$ cat src/rtl/rr_pkg.sv
package rr_pkg;

    typedef enum logic [1:0] {
        BIN_FAST = 2'd0,
        BIN_MID  = 2'd1,
        BIN_SLOW = 2'd2
    } bin_e;

    localparam int PERIOD_W = 2;

    // Fast membership wins over mid; everything else is slow.
    function automatic bin_e pick_bin(input logic hit_fast, input logic hit_mid);
        if (hit_fast)     return BIN_FAST;
        else if (hit_mid) return BIN_MID;
        else              return BIN_SLOW;
    endfunction

    // Period rule per bin: fast every lap, mid on even laps, slow on lap 0.
    function automatic logic row_due(input bin_e b, input logic [PERIOD_W-1:0] period);
        case (b)
            BIN_FAST: return 1'b1;
            BIN_MID:  return (period[0] == 1'b0);
            BIN_SLOW: return (period == '0);
            default:  return 1'b0;
        endcase
    endfunction

endpackage

$ cat src/rtl/rr_bloom.sv
module rr_bloom #(
    parameter int ROW_W     = 6,
    parameter int FILT_BITS = 32,
    parameter int N_HASH    = 2,
    parameter int SALT_BASE = 0
) (
    input  logic             clk,
    input  logic             rst,
    input  logic             clear,
    input  logic             ins,
    input  logic [ROW_W-1:0] ins_row,
    input  logic [ROW_W-1:0] q_row,
    output logic             hit
);
    localparam int IDX_W = $clog2(FILT_BITS);

    function automatic logic [IDX_W-1:0] hidx(input logic [ROW_W-1:0] r, input int s);
        int t;
        t = int'(r) * (2 * s + 1) + 11 * s;
        return t[IDX_W-1:0];
    endfunction

    logic [FILT_BITS-1:0] bits_q;
    logic [FILT_BITS-1:0] ins_mask;
    logic [N_HASH-1:0]    q_set;

    genvar k;
    generate
        for (k = 0; k < N_HASH; k++) begin : g_hash
            logic [IDX_W-1:0] q_idx;
            assign q_idx    = hidx(q_row, SALT_BASE + k);
            assign q_set[k] = bits_q[q_idx];
        end
    endgenerate

    always_comb begin
        ins_mask = '0;
        for (int j = 0; j < N_HASH; j++) begin
            ins_mask[hidx(ins_row, SALT_BASE + j)] = 1'b1;
        end
    end

    assign hit = &q_set;

    always_ff @(posedge clk) begin
        if (rst) begin
            bits_q <= '0;
        end else if (clear) begin
            bits_q <= ins ? ins_mask : '0;
        end else if (ins) begin
            bits_q <= bits_q | ins_mask;
        end
    end

endmodule

$ cat src/rtl/rr_walker.sv
module rr_walker #(
    parameter int ROW_W       = 6,
    parameter int SLOT_CYCLES = 4
) (
    input  logic                        clk,
    input  logic                        rst,
    output logic [ROW_W-1:0]            row,
    output logic [rr_pkg::PERIOD_W-1:0] period,
    output logic                        fire
);
    localparam int SLOT_W = (SLOT_CYCLES > 1) ? $clog2(SLOT_CYCLES) : 1;
    localparam logic [SLOT_W-1:0] SLOT_LAST = SLOT_W'(SLOT_CYCLES - 1);
    localparam logic [ROW_W-1:0]  ROW_LAST  = '1;

    logic [SLOT_W-1:0] slot_q;

    assign fire = (slot_q == SLOT_LAST);

    always_ff @(posedge clk) begin
        if (rst) begin
            slot_q <= '0;
            row    <= '0;
            period <= '0;
        end else if (fire) begin
            slot_q <= '0;
            row    <= row + 1'b1;
            if (row == ROW_LAST) begin
                period <= period + 1'b1;
            end
        end else begin
            slot_q <= slot_q + 1'b1;
        end
    end

endmodule

$ cat src/rtl/retention_refresh_sched.sv
module retention_refresh_sched #(
    parameter int ROW_W       = 6,
    parameter int FILT_BITS   = 32,
    parameter int N_HASH      = 2,
    parameter int SLOT_CYCLES = 4
) (
    input  logic             clk,
    input  logic             rst,
    input  logic             cfg_ins_valid,
    input  logic             cfg_ins_fast,
    input  logic [ROW_W-1:0] cfg_ins_row,
    input  logic             cfg_clear,
    output logic             ref_valid,
    output logic [ROW_W-1:0] ref_row,
    output logic [1:0]       ref_bin
);
    import rr_pkg::*;

    localparam int N_FILT = 2;

    logic [ROW_W-1:0]    row;
    logic [PERIOD_W-1:0] period;
    logic                slot_fire;
    logic [N_FILT-1:0]   hit;
    bin_e                cur_bin;
    logic                due;

    rr_walker #(
        .ROW_W       (ROW_W),
        .SLOT_CYCLES (SLOT_CYCLES)
    ) walker_i (
        .clk    (clk),
        .rst    (rst),
        .row    (row),
        .period (period),
        .fire   (slot_fire)
    );

    genvar f;
    generate
        for (f = 0; f < N_FILT; f++) begin : g_filt
            logic ins_here;
            assign ins_here = cfg_ins_valid & ((f == 0) ? cfg_ins_fast : ~cfg_ins_fast);
            rr_bloom #(
                .ROW_W     (ROW_W),
                .FILT_BITS (FILT_BITS),
                .N_HASH    (N_HASH),
                .SALT_BASE (f * N_HASH)
            ) bloom_i (
                .clk     (clk),
                .rst     (rst),
                .clear   (cfg_clear),
                .ins     (ins_here),
                .ins_row (cfg_ins_row),
                .q_row   (row),
                .hit     (hit[f])
            );
        end
    endgenerate

    always_comb begin
        cur_bin = pick_bin(hit[0], hit[1]);
        due     = row_due(cur_bin, period);
    end

    always_ff @(posedge clk) begin
        if (rst) begin
            ref_valid <= 1'b0;
            ref_row   <= '0;
            ref_bin   <= 2'd0;
        end else begin
            ref_valid <= slot_fire & due;
            if (slot_fire) begin
                ref_row <= row;
                ref_bin <= cur_bin;
            end
        end
    end

endmodule

$ cat config.mk
export PLATFORM = sky130hd
export DESIGN_NAME = retention_refresh_sched
export DESIGN_NICKNAME = d
export VERILOG_FILES = /design/src/rtl/rr_pkg.sv /design/src/rtl/rr_bloom.sv /design/src/rtl/rr_walker.sv /design/src/rtl/retention_refresh_sched.sv
export SDC_FILE = /design/constraint.sdc
export NUM_CORES = 1
export LEC_CHECK = 0
export ABC_AREA = 0
export BUFFER_PORTS_ARGS = -buffer_cell sky130_fd_sc_hd__buf_4
export CORE_ASPECT_RATIO = 1.4
export CORE_MARGIN = 1.5
export CORE_UTILIZATION = 55
export DETAILED_ROUTE_END_ITERATION = 10
export PLACE_DENSITY = 0.72
export SETUP_SLACK_MARGIN = 0.5
export SLEW_MARGIN = 20
export SYNTH_ARGS = -nofsm -noshare
export SYNTH_HDL_FRONTEND = slang
export SYNTH_SLANG_ARGS = --single-unit
export TNS_END_PERCENT = 5
$ cat constraint.sdc
create_clock -name clk -period 3.7 [get_ports clk]
set_input_delay 0.185 -clock clk [delete_from_list [all_inputs] [get_ports clk]]
set_output_delay 0.185 -clock clk [all_outputs]
set_load 0.03 [all_outputs]
==> metrics <==
status completed; Cell Chain, Critical Path ha_1, ha_1, inv_1, fa_1, mux4_1, nand2_1, and3_1, a311oi_2, a21oi_2, or3_1, a31oi_1; clk root buf clkbuf_16; Setup CP Type flop to flop; worst reg2reg path depth 11; Clk pin slew, worst setup/hold paths 0.06 ns; PD cells 385 mW/mm²; hold path cells 2; sequential group share of total power 37.9%; Post-Synthesis Cell Area around 0.0058 mm²; IO Pins 20; max cap viols 0; WL per Instance 19.3 µm; # diodes 0; filler instances 907; Crit path max-delay family adder cells; combinational power share 23.6%; ys flop type dfxtp_1; initial antenna violation count 0; WP data arrival 3.32 ns; DRT antenna net count 0; critical path required time a little under 4 ns; share of layout cells above drive strength 1 13.2%; hold path start rst; Worst Max-Slew Pin Slew around 0.89 ns; multi-input logic area just under 0.004 mm²; Leak Pwr 2.37 nW; Cell Rows 44; HPWL after DPL 9920 µm; Num CTS Buffers 9; fmax 329 MHz; crit path launch type flop; async set-reset flop share out of synthesis 0%; Max Clock Skew 0.00347 ns; Initial Util 56.3%; Synth Register Bits 83; vias post-DR 4,902; most used cell, CP ha_1; syn_nets between 600 and 700; Post-synth EDFFs 0; Setup-failing EPs final 0; Die Y 125 µm; Layout Area Growth over Synthesis 8.93%; Synth cell types 45; CTS hold repair buffers 0; vias in the first global route about 4.8k; insertion delay of the later-clocked pin in the worst-skew pair 0.34 ns; total global-route track usage between 20% and 30%; Hold Vio Cnt, Final 0; unrepaired setup endpoints after global routing yes; gpl congestion 0.866; Max Buffers Root-to-Sink 2; yosys warns 0; DR DRC count 0; Worst R2R Start walker_i.row[1]$_SDFFE_PP0P_; Inst Count DP 736; Power Internal 1.72 mW; final worst path period need 3.04 ns; Seq/Total Area, Yosys 28.5%; sum of buffers and inverters on the critical path 1; CTS tree done; largest net degree at the start of global routing 84; Die Wd approximately 90 µm; Sequential Area 0.00166 mm²; Crit. End Element flop; Max VDD drop 0.000214 V; DRT iter0 DRCs 355; GR Overflow Total 0; # H-tree levels 3; clock sink count 83; Die ar. 0.0112 mm²; First-pass DRT Iterations 5; slowest cell on the critical path fa_1; CP max stage delay 0.71 ns; relative slew slack 41.0%; Net Sw Frac 29.8%; Port Buffer Count 18; worst hold path type input port to flop; Mapped Cells 620; WL final 14,500 µm; Vias/cell between 6 and 7; CP Max Fanout 5; core box area 0.0103 mm²; Pins Over Slew Limit 0; Final Non-Filler Cells 753; Crit path depth 11; final worst path period share between 80 and 90%; Sw Pwr around 0.73 mW; Clock Power Share 38.5%; first-pass GRT wire length 24,200 µm; final setup TNS 0 ns; Mapped Avg Cell Area 9.40 µm²; fin nets 667; crit path launch walker_i.row[1]$_SDFFE_PP0P_
-- cells by family (layout without fill, tap and decap cells) --
family	after synthesis	after routing	share of synthesized area [%]
AO/OA/AOI/OAI	151	151	21.2
XOR/XNOR	36	36	5.54
adder cells (fa/ha/maj)	46	46	10.8
buffers and inverters	76	71	5.52
flip-flops	83	83	28.5
multiplexers	50	50	15.2
AND/OR/NAND/NOR	178	178	13.2
-- worst paths after layout --
path | to | slack, ns
max | ref_valid$_SDFF_PP0_ | 0.66
min reg2reg | walker_i.slot_q[0]$_SDFF_PP0_ | 0.44
min | walker_i.row[2]$_SDFFE_PP0P_ | 0.39
max reg2reg | ref_valid$_SDFF_PP0_ | 0.66
-- repair_timing --
item,in CTS,in global routing
resized for setup,1,4
setup endpoints to repair,2,3
gates cloned,0,0
setup buffers,0,1
-- power groups by stage --
stage               clock network, mW  registers, mW  logic [mW]
detailed placement                  0          0.947       0.566
finish                          0.940          0.927       0.576
floorplan                           0          0.944       0.447
global route                    0.991          0.929       0.629
global placement                    0          0.945       0.554
CTS                             0.954          0.927       0.568
-- worst register-to-register path: cells and delay by family (launching register included) --
kind                     cells  cell delay [ns]
adder cells (fa/ha/maj)      3             1.24
AND/OR/NAND/NOR              3             0.59
AO/OA/AOI/OAI                3             0.48
flip-flops                   1             0.41
multiplexers                 1             0.21
buffers and inverters        1             0.05
-- final cells by class --
| class | count | area share [%] |
|---|---|---|
| Sequential cell | 83 | 26.2 |
| Clock buffer | 12 | 4.20 |
| Inverter | 24 | 1.44 |
| Timing Repair Buffer | 31 | 3.78 |
| Tap cell | 138 | 2.72 |
| Clock inverter | 4 | 0.749 |
| Multi-Input combinational cell | 461 | 60.9 |
-- sequential cells by signal, summed over array words and instances, names as in the netlist --
| name | flops |
|---|---|
| walker_i.slot_q | 2 |
| ref_bin | 2 |
| ref_row | 6 |
| ref_valid | 1 |
| walker_i.period | 2 |
| g_filt.bloom_i.bits_q | 64 |
| walker_i.row | 6 |
-- metal layers --
metal,track usage [%],up-vias,part of all wire [%],wire (µm)
li1,-,2283,-,-
met1,33.4,2416,41,5970
met2,46.0,177,51,7460
met3,3.85,26,5.6,812
met4,11.1,0,2.0,284
met5,0,-,0,0
-- cell usage in the layout (no fill, tap or decap), types with 7 or more instances in the layout --
cell type / instances
nor2_1: 96
clkbuf_16: 9
inv_1: 21
a32oi_1: 20
mux2i_1: 22
nor2b_1: 7
mux4_1: 12
xnor2_1: 23
xor2_1: 11
a22oi_1: 45
nand2_1: 36
dfxtp_1: 81
a2bb2oi_1: 60
a21oi_1: 7
mux4_2: 15
nor3_1: 11
ha_1: 38
buf_4: 29
-- cell usage after synthesis (all sizes together), types with 20 or more instances --
master,n,area [µm²]
inv,24,90.1
dfxtp,83,1660
xnor2,24,210
a32oi,20,175
clkbuf,34,128
a2bb2oi,60,526
nand2,37,139
nor2,96,360
ha,39,488
mux2i,23,234
mux4,27,653
a22oi,45,338
-- through the flow --
step | utilization (%) | cell area [µm²] | setup slack [ns] | power (mW) | hold slack (ns)
after floorplan | - | 5840 | 0.493 | 1.39 | 0.404
after global placement | 58.0 | 6010 | 0.596 | 1.50 | 0.414
after detailed placement | 58.1 | 6010 | 0.486 | 1.51 | 0.442
after CTS | 61.1 | 6320 | 0.497 | 2.45 | 0.428
after global routing | 61.3 | 6350 | 0.486 | 2.55 | 0.460
final | 61.3 | 6350 | 0.659 | 2.44 | 0.389
(Power assumes the default switching activity.)
